===== config.mk =====
export PLATFORM = sky130hd
export DESIGN_NAME = madc_host_ctrl
export DESIGN_NICKNAME = d
export VERILOG_FILES = /design/src/rtl/madc_pkg.sv /design/src/rtl/madc_interval.sv /design/src/rtl/madc_shifter.sv /design/src/rtl/madc_seq.sv /design/src/rtl/madc_tagger.sv /design/src/rtl/madc_host_ctrl.sv
export SDC_FILE = /design/constraint.sdc
export NUM_CORES = 1
export LEC_CHECK = 0
export ABC_AREA = 1
export ABC_CLOCK_PERIOD_IN_PS = 3000
export BUFFER_PORTS_ARGS = -buffer_cell sky130_fd_sc_hd__buf_2
export CORE_MARGIN = 2
export CORE_UTILIZATION = 64
export CTS_BUF_LIST = sky130_fd_sc_hd__clkbuf_8 sky130_fd_sc_hd__clkbuf_16
export CTS_CLUSTER_DIAMETER = 50
export DETAILED_ROUTE_END_ITERATION = 16
export GPL_ROUTABILITY_DRIVEN = 0
export PLACE_DENSITY = 0.84
export SLEW_MARGIN = 5
export SYNTH_ARGS = -nofsm -noshare
export SYNTH_HDL_FRONTEND = slang
export SYNTH_SLANG_ARGS = --single-unit
export TNS_END_PERCENT = 10

===== constraint.sdc =====
create_clock -name clk -period 3 [get_ports clk]
set_clock_uncertainty 0.15 [all_clocks]
set_input_delay 0.3 -clock clk [delete_from_list [all_inputs] [get_ports clk]]
set_output_delay 0.3 -clock clk [all_outputs]
set_load 0.01 [all_outputs]

===== src/rtl/madc_pkg.sv =====
// Shared types and helpers for the multiplexed SAR ADC host controller.
// Assumes the converter's 7-bit configuration word and 16-bit result.
package madc_pkg;
    localparam int CFG_W   = 7;
    localparam int RES_W   = 16;
    localparam int CH_W    = 3;
    localparam int SLP_POS = 0;   // sleep bit is the last one shifted out

    typedef struct packed {
        logic [CH_W-1:0] chan;
        logic            diff;
        logic            use_com;
        logic            bipolar;
        logic            sleep;
    } madc_req_t;

    typedef enum logic [1:0] {
        ST_CONV,   // line high, conversion or wake-up running
        ST_IDLE,   // line high, ready for a request
        ST_FRAME,  // line low, bits shifting
        ST_HOLD    // line low, waiting out acquisition and rate limit
    } madc_state_t;

    // Order is fixed by the converter's input shift register.
    function automatic logic [CFG_W-1:0] madc_pack_word(input madc_req_t r);
        return {~r.diff, r.chan[0], r.chan[2], r.chan[1],
                r.use_com, ~r.bipolar, r.sleep};
    endfunction
endpackage


===== src/rtl/madc_interval.sv =====
// Down-counting interval timer. Loads LOAD on request and reports done at 0.
// Assumes LOAD >= 1; RST_FULL selects whether reset starts a full interval.
module madc_interval #(
    parameter int unsigned LOAD     = 16,
    parameter bit          RST_FULL = 1'b0
) (
    input  logic clk,
    input  logic rst_n,
    input  logic load,
    output logic done
);
    localparam int W = $clog2(LOAD + 1);

    logic [W-1:0] cnt;

    // Count down to zero, reloading on request.
    always_ff @(posedge clk) begin
        if (!rst_n)
            cnt <= RST_FULL ? W'(LOAD) : '0;
        else if (load)
            cnt <= W'(LOAD);
        else if (cnt != '0)
            cnt <= cnt - 1'b1;
    end

    assign done = (cnt == '0);
endmodule


===== src/rtl/madc_shifter.sv =====
// Full-duplex bit shifter for one frame: drives the shift clock, sends the
// configuration word MSB first and captures RES_W result bits on rising edges.
// Assumes start only arrives while idle; each clock level lasts HALF cycles.
module madc_shifter #(
    parameter int HALF  = 3,
    parameter int CFG_W = 7,
    parameter int RES_W = 16
) (
    input  logic             clk,
    input  logic             rst_n,
    input  logic             start,
    input  logic [CFG_W-1:0] word,
    input  logic             sdo,
    output logic             sck,
    output logic             sdi,
    output logic [RES_W-1:0] rx_data,
    output logic             done
);
    localparam int CW  = $clog2(HALF + 1);
    localparam int BW  = $clog2(RES_W);
    localparam int PAD = RES_W - CFG_W;

    logic             busy;
    logic [CW-1:0]    cnt;
    logic [BW-1:0]    bidx;
    logic [RES_W-1:0] tx;

    // Step the clock phases, shift out on falls and capture on rises.
    always_ff @(posedge clk) begin
        if (!rst_n) begin
            busy    <= 1'b0;
            sck     <= 1'b0;
            cnt     <= '0;
            bidx    <= '0;
            tx      <= '0;
            rx_data <= '0;
            done    <= 1'b0;
        end else begin
            done <= 1'b0;
            if (start && !busy) begin
                busy <= 1'b1;
                sck  <= 1'b0;
                cnt  <= '0;
                bidx <= '0;
                tx   <= {word, {PAD{1'b0}}};
            end else if (busy) begin
                if (cnt == CW'(HALF - 1)) begin
                    cnt <= '0;
                    if (!sck) begin
                        sck     <= 1'b1;
                        rx_data <= {rx_data[RES_W-2:0], sdo};
                    end else begin
                        sck <= 1'b0;
                        if (bidx == BW'(RES_W - 1)) begin
                            busy <= 1'b0;
                            done <= 1'b1;
                        end else begin
                            bidx <= bidx + 1'b1;
                            tx   <= {tx[RES_W-2:0], 1'b0};
                        end
                    end
                end else begin
                    cnt <= cnt + 1'b1;
                end
            end
        end
    end

    assign sdi = busy & tx[RES_W-1];
endmodule


===== src/rtl/madc_seq.sv =====
// Convert-line sequencer: holds the line high through conversion and wake-up,
// accepts one request, frames the transfer, then waits out acquisition time
// and the rate limit before the rising edge that starts the next conversion.
module madc_seq import madc_pkg::*; (
    input  logic clk,
    input  logic rst_n,
    input  logic req_valid,
    input  logic conv_done,
    input  logic wake_done,
    input  logic acq_done,
    input  logic period_done,
    input  logic frame_done,
    output logic conv,
    output logic req_ready,
    output logic start,
    output logic rise
);
    madc_state_t st;

    // Decode handshake and line-rise conditions from the state.
    always_comb begin
        req_ready = (st == ST_IDLE);
        start     = req_ready && req_valid;
        rise      = (st == ST_HOLD) && acq_done && period_done;
    end

    // Advance the state and drive the convert line.
    always_ff @(posedge clk) begin
        if (!rst_n) begin
            st   <= ST_CONV;
            conv <= 1'b1;
        end else begin
            case (st)
                ST_CONV:  if (conv_done && wake_done) st <= ST_IDLE;
                ST_IDLE:  if (start) begin
                              st   <= ST_FRAME;
                              conv <= 1'b0;
                          end
                ST_FRAME: if (frame_done) st <= ST_HOLD;
                ST_HOLD:  if (rise) begin
                              st   <= ST_CONV;
                              conv <= 1'b1;
                          end
                default:  st <= ST_CONV;
            endcase
        end
    end
endmodule


===== src/rtl/madc_tagger.sv =====
// Result tagging: remembers which word configured the running conversion,
// tracks sleep and wake-up history, and publishes each result with its tag
// and a stale flag. Assumes frame_done follows every start.
module madc_tagger import madc_pkg::*; (
    input  logic             clk,
    input  logic             rst_n,
    input  logic             start,
    input  logic [CFG_W-1:0] word,
    input  logic             frame_done,
    input  logic [RES_W-1:0] rx_data,
    input  logic             conv_rise,
    output logic             res_valid,
    output logic [RES_W-1:0] res_data,
    output logic [CFG_W-1:0] res_cfg,
    output logic             res_stale,
    output logic             waking
);
    logic [CFG_W-1:0] cur_word;
    logic [CFG_W-1:0] tag;
    logic             tag_ok;
    logic             tag_bad;
    logic             asleep;
    logic             cur_slp;

    assign cur_slp = cur_word[SLP_POS];

    // Latch the word of the transfer in flight.
    always_ff @(posedge clk) begin
        if (!rst_n)     cur_word <= '0;
        else if (start) cur_word <= word;
    end

    // Publish the result and roll the tag over to the new word.
    always_ff @(posedge clk) begin
        if (!rst_n) begin
            res_valid <= 1'b0;
            res_data  <= '0;
            res_cfg   <= '0;
            res_stale <= 1'b0;
            tag       <= '0;
            tag_ok    <= 1'b0;
            tag_bad   <= 1'b0;
            asleep    <= 1'b0;
        end else begin
            res_valid <= frame_done;
            if (frame_done) begin
                res_data  <= rx_data;
                res_cfg   <= tag;
                res_stale <= !tag_ok || tag_bad || (tag != cur_word);
                tag       <= cur_word;
                tag_ok    <= 1'b1;
                tag_bad   <= cur_slp || (asleep && !cur_slp);
                asleep    <= cur_slp;
            end
        end
    end

    // Flag that the coming rising edge ends a sleep period.
    always_ff @(posedge clk) begin
        if (!rst_n)          waking <= 1'b0;
        else if (frame_done) waking <= asleep && !cur_slp;
        else if (conv_rise)  waking <= 1'b0;
    end
endmodule


===== src/rtl/madc_host_ctrl.sv =====
// Host controller for a serial multiplexed SAR ADC. Builds the configuration
// word from a request, runs conversion/transfer timing in system cycles and
// returns tagged results. Assumes adc_sdo is stable around shift-clock rises
// and that SYS_MHZ is the system clock rate in MHz.
module madc_host_ctrl import madc_pkg::*; #(
    parameter int unsigned SYS_MHZ    = 200,
    parameter int unsigned SCK_HALF   = 3,
    parameter int unsigned CONV_CYC   = 700,
    parameter int unsigned ACQ_CYC    = 300,
    parameter int unsigned PERIOD_CYC = 1000,
    parameter int unsigned WAKE_CYC   = 12_000_000
) (
    input  logic             clk,
    input  logic             rst_n,
    input  logic             req_valid,
    output logic             req_ready,
    input  logic [CH_W-1:0]  req_chan,
    input  logic             req_diff,
    input  logic             req_com,
    input  logic             req_bipolar,
    input  logic             req_sleep,
    output logic             adc_conv,
    output logic             adc_sck,
    output logic             adc_sdi,
    input  logic             adc_sdo,
    output logic             res_valid,
    output logic [RES_W-1:0] res_data,
    output logic [CFG_W-1:0] res_cfg,
    output logic             res_stale
);
    // Shortest legal half period keeps the shift clock at or below 40 MHz.
    localparam int unsigned MIN_HALF = (SYS_MHZ + 79) / 80;
    localparam int unsigned EFF_HALF = (SCK_HALF < MIN_HALF) ? MIN_HALF : SCK_HALF;

    madc_req_t        req;
    logic [CFG_W-1:0] word;
    logic             start, rise, frame_done, waking;
    logic             conv_done, period_done, acq_done, wake_done;
    logic [RES_W-1:0] rx_data;

    // Gather request fields into the configuration word.
    always_comb begin
        req.chan    = req_chan;
        req.diff    = req_diff;
        req.use_com = req_com;
        req.bipolar = req_bipolar;
        req.sleep   = req_sleep;
        word        = madc_pack_word(req);
    end

    madc_interval #(.LOAD(CONV_CYC), .RST_FULL(1'b1)) u_conv_tmr (
        .clk(clk), .rst_n(rst_n), .load(rise), .done(conv_done));
    madc_interval #(.LOAD(PERIOD_CYC), .RST_FULL(1'b1)) u_period_tmr (
        .clk(clk), .rst_n(rst_n), .load(rise), .done(period_done));
    madc_interval #(.LOAD(ACQ_CYC), .RST_FULL(1'b0)) u_acq_tmr (
        .clk(clk), .rst_n(rst_n), .load(start), .done(acq_done));
    madc_interval #(.LOAD(WAKE_CYC), .RST_FULL(1'b0)) u_wake_tmr (
        .clk(clk), .rst_n(rst_n), .load(rise && waking), .done(wake_done));

    madc_seq u_seq (
        .clk(clk), .rst_n(rst_n), .req_valid(req_valid),
        .conv_done(conv_done), .wake_done(wake_done), .acq_done(acq_done),
        .period_done(period_done), .frame_done(frame_done),
        .conv(adc_conv), .req_ready(req_ready), .start(start), .rise(rise));

    madc_shifter #(.HALF(EFF_HALF), .CFG_W(CFG_W), .RES_W(RES_W)) u_shift (
        .clk(clk), .rst_n(rst_n), .start(start), .word(word), .sdo(adc_sdo),
        .sck(adc_sck), .sdi(adc_sdi), .rx_data(rx_data), .done(frame_done));

    madc_tagger u_tag (
        .clk(clk), .rst_n(rst_n), .start(start), .word(word),
        .frame_done(frame_done), .rx_data(rx_data), .conv_rise(rise),
        .res_valid(res_valid), .res_data(res_data), .res_cfg(res_cfg),
        .res_stale(res_stale), .waking(waking));
endmodule


==> results.yml, run 1 <==
outcome:
  status: "finished, final reports clean"
power:
  total_leakage_power_nw: 3.094
  irDropWorstVdd_mv: 0.4610
  power_w: 0.005912
  power.density_nw_per_um2: 891.7
setup_path:
  reg2reg_depth: 9
  cp-start-kind: "register"
  arrival_ns: 2.85
  critPathRequiredTime_ns: 3.30
  path_class: "reg -> reg"
  reg2reg_from: "u_acq_tmr.cnt[0]"
  rr_endpoint: "u_period_tmr.cnt[2]"
  endpoint_kind: "register"
  crit_fanout: 14
  reg2reg_slack_ns: 0.45
placed_design:
  dp.final_hpwl_um: 8284
  port_buffers: 39
  pre_cts_ws_ns: 0.4691
logic_synthesis:
  syn_inst: 770
  ys_ff_latch: 130
  synth_xor_area_share_pct: 4.911
  synth_cell_types: 35
  netlist_area_um2: 5707
  synth_simple_gate_area_share_pct: 28.77
  avgSynthCellArea_um2: 7.411
  ys_seq_area_share_pct: 45.60
  yosysWarnings: 0
  yosys.area_share.adder_pct: 3.070
  synth_top_family_by_area: "simple AND/OR/NAND/NOR gates"
  synthesis.nets: 795
  synth_compound_area_share_pct: 11.62
  synth_mux_area_share_pct: 0
worst_hold_path:
  hold_end: "u_acq_tmr.cnt[5]"
  holdCritStartpoint: "rst_n"
  min_path_type: "in -> reg"
  holdPathStages: 4
sta:
  rsz0062_at_grt: "no"
  fmax_mhz: 391.7
  finalHoldViolations: 0
  tightest_slew_ns: 0.8204
  setup_violations: 0
  slew_headroom_pct: 45.11
  period_needed_ns: 2.553
  finalSetupTns_ns: 0
  finalCritPeriodShare_pct: 85.10
  final_max_slew_viol_count: 0
  setup_ws_ns: 0.4470
cts:
  root_buffer: "clkbuf_8"
  path_clk_slew_ns: 0.06
  cts_setup_buffers: 0
  postCtsHoldBufs: 9
  clock_sinks: 130
  cts_resized: 0
  htree_num_levels: 4
  numCtsBuffers: 17
  clk_latency_ns: 0.53
  cts_tree: "yes"
  clk_path_buf_depth: 2
die:
  die_h_um: 98.43
  num_io_pins: 40
  die_x_um: 98.43
  num_rows: 34
  core_area_um2: 8678
  die-area_um2: 9688
  initial_utilization_pct: 65.76
layout:
  utilization_pct: 76.40
  antenna_cells: 0
  fin_nets: 840
  final_common_cell: "nor2_1"
  area_delta_synth_final_pct: 16.18
  drive_gt1_share_pct: 12.08
  final_cell_mix: "nor2_1 (188), dfxtp_1 (130), nand2_1 (111), o21ai_0 (68), inv_1 (54)"
grt:
  grt_pass1_wl_um: 22000
  grt.total_usage_pct: 27.86
  grt.overflow.total: 0
  grt_pass1_vias: 4992
  grt_max_degree: 69
  antenna_found_initial: 0
drt:
  ant_nets: 0
  wirelength_um: 12950
  route.vias.total: 5243
  drt_iter0_drc: 273
  firstDrtPassIters: 5
  post_drt_wl_per_cell_um: 13.83
  viasPerCell: 5.601
  drcViolationCount: 0
run:
  timing.max_cap.violations: 0
[layer usage]
| layer | routed length [um] | global-route usage, % | vias up |
|---|---|---|---|
| met2 | 6622 | 48.61 | 182 |
| met3 | 709 | 6.738 | 45 |
| met5 | 0 | 0 | - |
| met4 | 349 | 13.38 | 0 |
| met1 | 5268 | 32.09 | 2430 |
| li1 | - | - | 2586 |
[state kept, by name (all words and copies together), names as in the netlist]
register          count
u_acq_tmr.cnt         9
u_conv_tmr.cnt       10
u_period_tmr.cnt     10
u_seq.conv            1
u_seq.st              2
u_shift.bidx          4
u_shift.busy          1
u_shift.cnt           2
u_shift.done          1
u_shift.rx_data      16
u_shift.sck           1
u_shift.tx            7
u_tag.cur_word        7
u_tag.res_cfg         7
u_tag.res_data       16
u_tag.res_stale       1
u_tag.res_valid       1
u_tag.tag             7
u_tag.tag_bad         1
u_tag.tag_ok          1
u_tag.waking          1
u_wake_tmr.cnt       24
[final cells by class]
| class | count | area, um^2 |
|---|---|---|
| clock buffer | 17 | 414.1 |
| clock inverter | 15 | 185.2 |
| fill | 625 | 2048 |
| inverter | 56 | 210.2 |
| multi-input combinational | 557 | 2760 |
| sequential | 130 | 2603 |
| tap | 108 | 135.1 |
| timing repair buffer | 53 | 322.8 |
[power breakdown]
part	switching (W)	leakage, nW	internal, W	total, W
Combinational	0.00113	1.75	0.000629	0.00176
Clock	0.000846	0.294	0.00122	0.00207
Sequential	0.000173	1.05	0.00192	0.00209
[critical path: stages, from the launching register on]
cell and delay, ns:
dfxtp_1 0.33, inv_1 0.11, ha_1 0.27, nand3_2 0.11
nor2_2 0.05, nand2_2 0.20, nor3_2 0.10, nor2_1 0.64
inv_1 0.31, nor3_1 0.20
[cell usage after synthesis, drive strengths merged]
| cell type | n | area [um^2] |
|---|---|---|
| a21oi | 47 | 235.2 |
| o21bai | 2 | 15.01 |
| dfxtp | 130 | 2603 |
| buf | 10 | 70.06 |
| ha | 14 | 175.2 |
| nand3b | 4 | 30.03 |
| inv | 55 | 206.4 |
| nor2 | 196 | 770.7 |
| xor2 | 14 | 122.6 |
| clkinv | 1 | 3.750 |
| a31o | 1 | 8.760 |
| o21ai | 69 | 356.6 |
| o22ai | 1 | 6.260 |
| nand2 | 117 | 454.2 |
| a31oi | 4 | 25.02 |
| or2 | 3 | 18.77 |
| clkbuf | 17 | 63.81 |
| nand4 | 15 | 100.1 |
| nor3 | 12 | 65.06 |
| a211oi | 1 | 7.510 |
| xnor2 | 18 | 157.7 |
| o41ai | 1 | 8.760 |
| nand3 | 36 | 190.2 |
| nor4 | 2 | 12.51 |
[metrics by stage]
step           std cells  area (um^2)  hold WS (ns)
2_1_floorplan        770         5707        0.2400
3_3_place_gp         895         5941        0.2957
3_5_place_dp         895         5941        0.3031
4_1_cts              936         6630        0.1538
5_1_grt              936         6630        0.1712
6_report             936         6630        0.1737
[cells by family after synthesis]
group,count (synthesis)
simple gates,385
flops,130
compound gates,126
fa+ha+maj,14
xor+xnor,32
buf+inv,83
[worst max-delay path by stage]
stage | from | endpoint | slack (ns) | depth (start not counted)
finish | u_acq_tmr.cnt[0] | u_period_tmr.cnt[2] | 0.45 | 9
global route | u_acq_tmr.cnt[0] | u_period_tmr.cnt[4] | 0.17 | 9
CTS | u_acq_tmr.cnt[0] | u_period_tmr.cnt[2] | 0.41 | 9
detailed placement | u_acq_tmr.cnt[0] | u_period_tmr.cnt[2] | 0.47 | 9
global placement | u_acq_tmr.cnt[0] | u_conv_tmr.cnt[8] | 0.61 | 9
floorplan | u_acq_tmr.cnt[0] | u_wake_tmr.cnt[10] | 1.24 | 10
Note: power is estimated with default switching activity, not from simulation.
==> run 2, diff against run 1 <==
Settings changed: ABC_CLOCK_PERIOD_IN_PS 3000 to 3200, BUFFER_PORTS_ARGS -buffer_cell sky130_fd_sc_hd__buf_2 to -buffer_cell sky130_fd_sc_hd__clkbuf_2, REMOVE_ABC_BUFFERS from default to 1.
Clock period 3 ns to 3.2 ns, I/O delays scaled along.
==> results.yml, run 2 (synthesized netlist as in run 1, its figures left out) <==
die:
  die_h_um: 98.43
  die-area_um2: 9688
  die_x_um: 98.43
  num_io_pins: 40
  core_area_um2: 8678
  num_rows: 34
  initial_utilization_pct: 65.76
layout:
  multi_input_area_um2: 2760
  final_common_cell: "nor2_1"
  largest_register_ffs: 24
  fin_nets: 838
  drive_gt1_share_pct: 11.99
  antenna_cells: 0
  n_fill_cell: 635
  largest_register: "u_wake_tmr.cnt"
  largestRegisters: "u_wake_tmr.cnt: 24 flops, u_shift.rx_data: 16 flops, u_tag.res_data: 16 flops"
  layoutNonFillerInstCount: 934
  final_cell_mix: "nor2_1 (188), dfxtp_1 (130), nand2_1 (111), o21ai_0 (68), inv_1 (54)"
  area_delta_synth_final_pct: 15.54
  regArea_um2: 2603
worst_hold_path:
  min_path_type: "in -> reg"
power:
  power.density_nw_per_um2: 828.2
  irDropWorstVdd_mv: 0.4053
  power_w: 0.005461
  total_leakage_power_nw: 3.055
setup_path:
  cp-start-kind: "register"
  crit_fanout: 14
  arrival_ns: 2.93
  critPathRequiredTime_ns: 3.49
  endpoint_kind: "register"
  path_class: "reg -> reg"
placed_design:
  dp_cells: 894
  dp.final_hpwl_um: 8146
  port_buffers: 39
drt:
  route.vias.total: 5202
  firstDrtPassIters: 5
  post_drt_wl_per_cell_um: 14.10
  viasPerCell: 5.570
  drcViolationCount: 0
  ant_nets: 0
  drt_iter0_drc: 218
  wirelength_um: 13170
sta:
  setup_violations: 0
  tightest_slew_ns: 0.9983
  rsz0062_at_grt: "no"
  fmax_mhz: 378.7
  period_needed_ns: 2.641
  finalCritPeriodShare_pct: 82.53
  finalSetupTns_ns: 0
  final_max_slew_viol_count: 0
  slew_headroom_pct: 33.37
  finalHoldViolations: 0
grt:
  grt_pass1_vias: 5144
  grt_pass1_wl_um: 22350
  grt.total_usage_pct: 28.06
  antenna_found_initial: 0
  grt.overflow.total: 0
  grt_max_degree: 69
cts:
  root_buffer: "clkbuf_8"
  cts_setup_buffers: 0
  cts_resized: 0
  numCtsBuffers: 17
  clock_sinks: 130
  cts_tree: "yes"
  path_clk_slew_ns: 0.06
  htree_num_levels: 4
  clk_latency_ns: 0.52
  clk_path_buf_depth: 2
  postCtsHoldBufs: 8
outcome:
  status: "finished, final reports clean"
run:
  timing.max_cap.violations: 0
==> run 2: cell count changes in the layout (fill, tap and decap cells not counted), sizes merged <==
| cell | previous run | this run |
|---|---|---|
| clkbuf | 17 | 57 |
| clkinv | 4 | 9 |
| buf | 44 | 4 |
| inv | 64 | 58 |
| dlygate4sd3 | 9 | 8 |
==> run 2: report_power, final <==
part	internal (W)	switching [W]	total, W
Sequential	0.00180	0.000167	0.00196
Combinational	0.000587	0.00102	0.00161
Clock	0.00114	0.000755	0.00189
==> run 2: per-stage QoR <==
step                hold slack (ns)  utilization (%)  setup slack [ns]  instance area (um^2)
floorplan                    0.2594                -             1.175                  5573
CTS                         0.01231            75.98            0.5361                  6594
global placement             0.2983            68.37            0.7530                  5933
detailed placement           0.3006            68.37            0.6212                  5933
global route                0.07775            75.98            0.2906                  6594
finish                     0.007783            75.98            0.5591                  6594
==> run 2: path summary, 6_finish.rpt <==
path / startpoint / endpoint / slack (ns) / depth (start not counted)
min reg2reg: u_acq_tmr.cnt[8] / u_acq_tmr.cnt[8] / 0.32 / 2
max: u_acq_tmr.cnt[0] / u_conv_tmr.cnt[8] / 0.56 / 9
max reg2reg: u_acq_tmr.cnt[0] / u_conv_tmr.cnt[8] / 0.56 / 9
min: req_valid / u_seq.conv / 0.008 / 5
==> run 2: cell type report <==
class / instances / share of cell area, %
Clock inverter: 14 / 2.315
Inverter: 56 / 3.188
Timing Repair Buffer: 51 / 4.630
Clock buffer: 18 / 6.490
Tap cell: 108 / 2.049
Multi-Input combinational cell: 557 / 41.86
Sequential cell: 130 / 39.47
==> run 2: worst max-delay path, stage by stage (launching register included) <==
cell     delay [ns]
dfxtp_1        0.35
inv_1          0.12
ha_1           0.27
nand3_2        0.11
nor2_2         0.05
nand2_2        0.20
nor3_2         0.11
nor2_1         0.65
inv_1          0.33
nor3_1         0.22
==> run 2: layer usage <==
metal  global-route usage, %  wire length (um)
met2                   48.04              6681
met4                   15.17               436
met1                   32.51              5532
met5                       0                 0
met3                   6.596               522
==> run 3, diff against run 2 <==
Settings changed: ABC_CLOCK_PERIOD_IN_PS 3200 to 2750, CORE_UTILIZATION 64 to 60, PLACE_DENSITY 0.84 to 0.79.
Clock period 3.2 ns to 2.75 ns, I/O delays scaled along.
==> results.yml, run 3 (synthesized netlist as in run 1, its figures left out) <==
cts:
  clock_sinks: 130
  clk_latency_ns: 0.53
  path_clk_slew_ns: 0.06
  root_buffer: "clkbuf_8"
  clk_path_buf_depth: 2
  cts_tree: "yes"
  htree_num_levels: 4
  numCtsBuffers: 17
worst_hold_path:
  holdCritStartpoint: "rst_n"
  min_path_type: "in -> reg"
  holdPathStages: 4
  hold_end: "u_conv_tmr.cnt[3]"
setup_path:
  path_cells: "inv_1, ha_1, nand3_2, nor2_2, nand2_2, nor3_2, nand2_2, nand2_2, nor2_1"
  cp_slowest_stage_delay_ns: 0.31
  critPathRequiredTime_ns: 3.01
  cp-start-kind: "register"
  reg2reg_depth: 9
  arrival_ns: 2.60
  crit_path_top_delay_cell: "dfxtp_1"
  reg2reg_slack_ns: 0.40
  reg2reg_from: "u_acq_tmr.cnt[0]"
  path_delay_family: "simple AND/OR/NAND/NOR gates"
  endpoint_kind: "register"
  path_class: "reg -> reg"
  crit_top_cell: "nand2_2"
  cp.depth: 9
  crit_fanout: 14
  critical_path_buf_inv_count: 1
  rr_endpoint: "u_wake_tmr.cnt[19]"
drt:
  route.vias.total: 5082
  drt_iter0_drc: 251
  viasPerCell: 5.310
  firstDrtPassIters: 5
  wirelength_um: 12730
  ant_nets: 0
  drcViolationCount: 0
  post_drt_wl_per_cell_um: 13.30
grt:
  grt_pass1_vias: 5045
  grt_pass1_wl_um: 21760
  grt.overflow.total: 0
  grt.total_usage_pct: 26.56
  antenna_found_initial: 0
  grt_max_degree: 69
die:
  num_rows: 35
  die_x_um: 101.5
  die-area_um2: 10310
  die_h_um: 101.5
  num_io_pins: 40
  core_area_um2: 9240
  initial_utilization_pct: 61.76
layout:
  multi_input_area_um2: 2763
  final_cell_mix: "nor2_1 (187), dfxtp_1 (130), nand2_1 (111), o21ai_0 (68), inv_1 (55)"
  utilization_pct: 72.59
  antenna_cells: 0
  largest_register: "u_wake_tmr.cnt"
  largestRegisters: "u_wake_tmr.cnt: 24 flops, u_shift.rx_data: 16 flops, u_tag.res_data: 16 flops"
  regArea_um2: 2603
  area_delta_synth_final_pct: 17.54
  drive_gt1_share_pct: 12.08
  largest_register_ffs: 24
  n_fill_cell: 701
  fin_nets: 840
  final_common_cell: "nor2_1"
  layoutNonFillerInstCount: 957
sta:
  tightest_slew_ns: 0.5568
  final_max_slew_viol_count: 0
  slew_headroom_pct: 62.65
  fmax_mhz: 426.0
  setup_ws_ns: 0.4026
  period_needed_ns: 2.347
  finalHoldViolations: 0
  rsz0062_at_grt: "no"
  finalSetupTns_ns: 0
  finalCritPeriodShare_pct: 85.36
  setup_violations: 0
outcome:
  status: "finished, final reports clean"
placed_design:
  pre_cts_ws_ns: 0.2375
  dp_cells: 916
  dp.final_hpwl_um: 8251
  port_buffers: 39
power:
  power_w: 0.006638
  power.density_nw_per_um2: 989.6
  irDropWorstVdd_mv: 0.5841
  total_leakage_power_nw: 3.101
run:
  timing.max_cap.violations: 0
run 3: worst max-delay path by stage:
stage,start,end
4_1_cts,u_acq_tmr.cnt[0],u_period_tmr.cnt[2]
3_5_place_dp,u_acq_tmr.cnt[0],u_conv_tmr.cnt[8]
2_1_floorplan,u_acq_tmr.cnt[0],u_conv_tmr.cnt[8]
3_3_place_gp,u_acq_tmr.cnt[0],u_period_tmr.cnt[2]
6_report,u_acq_tmr.cnt[0],u_wake_tmr.cnt[19]
5_1_grt,u_acq_tmr.cnt[0],u_wake_tmr.cnt[1]
run 3: final cells by class:
class / count / area share (%)
clock buffers: 18 / 6.379
inverters: 56 / 3.134
clock inverters: 14 / 3.283
well taps: 129 / 2.406
repair buffers: 53 / 4.813
flip-flops and latches: 130 / 38.80
multi-input cells: 557 / 41.19
run 3: tightest hold or removal path, delay by kind of cell:
family                 cells  cell delay, ns
buffers and inverters      2            0.22
AND/OR/NAND/NOR            2            0.19
run 3: per-layer routing:
layer / GRT usage (%) / part of all wire (%) / vias to the layer above / wire length, um
met5: 0 / 0 / - / 0
met4: 11.33 / 2.2 / 0 / 276
met3: 8.213 / 5.1 / 27 / 654
met2: 46.56 / 50 / 149 / 6425
met1: 29.72 / 42 / 2327 / 5372
li1: - / - / 2579 / -
run 3: stage by stage:
stage	hold slack (ns)	cell area (um^2)
detailed placement	0.3032	5967
finish	0.04339	6708
CTS	0.1214	6705
global route	0.07811	6708
global placement	0.2940	5967
floorplan	0.2144	5573
run 3: timing repair:
| action | 4_1_cts | 5_1_grt |
|---|---|---|
| setup endpoints to repair | 0 | 8 |
| buffers inserted | 0 | 0 |
| hold endpoints to repair | 16 | 0 |
| gates resized for setup | 0 | 1 |
| hold buffers | 9 | 0 |
run 3: power by group:
group / switching, W / leakage [nW] / internal [W] / total (W)
combinational: 0.00118 / 1.72 / 0.000682 / 0.00186
sequential: 0.000190 / 1.05 / 0.00209 / 0.00228
clock: 0.000889 / 0.323 / 0.00160 / 0.00249
total: 0.00226 / 3.10 / 0.00438 / 0.00664
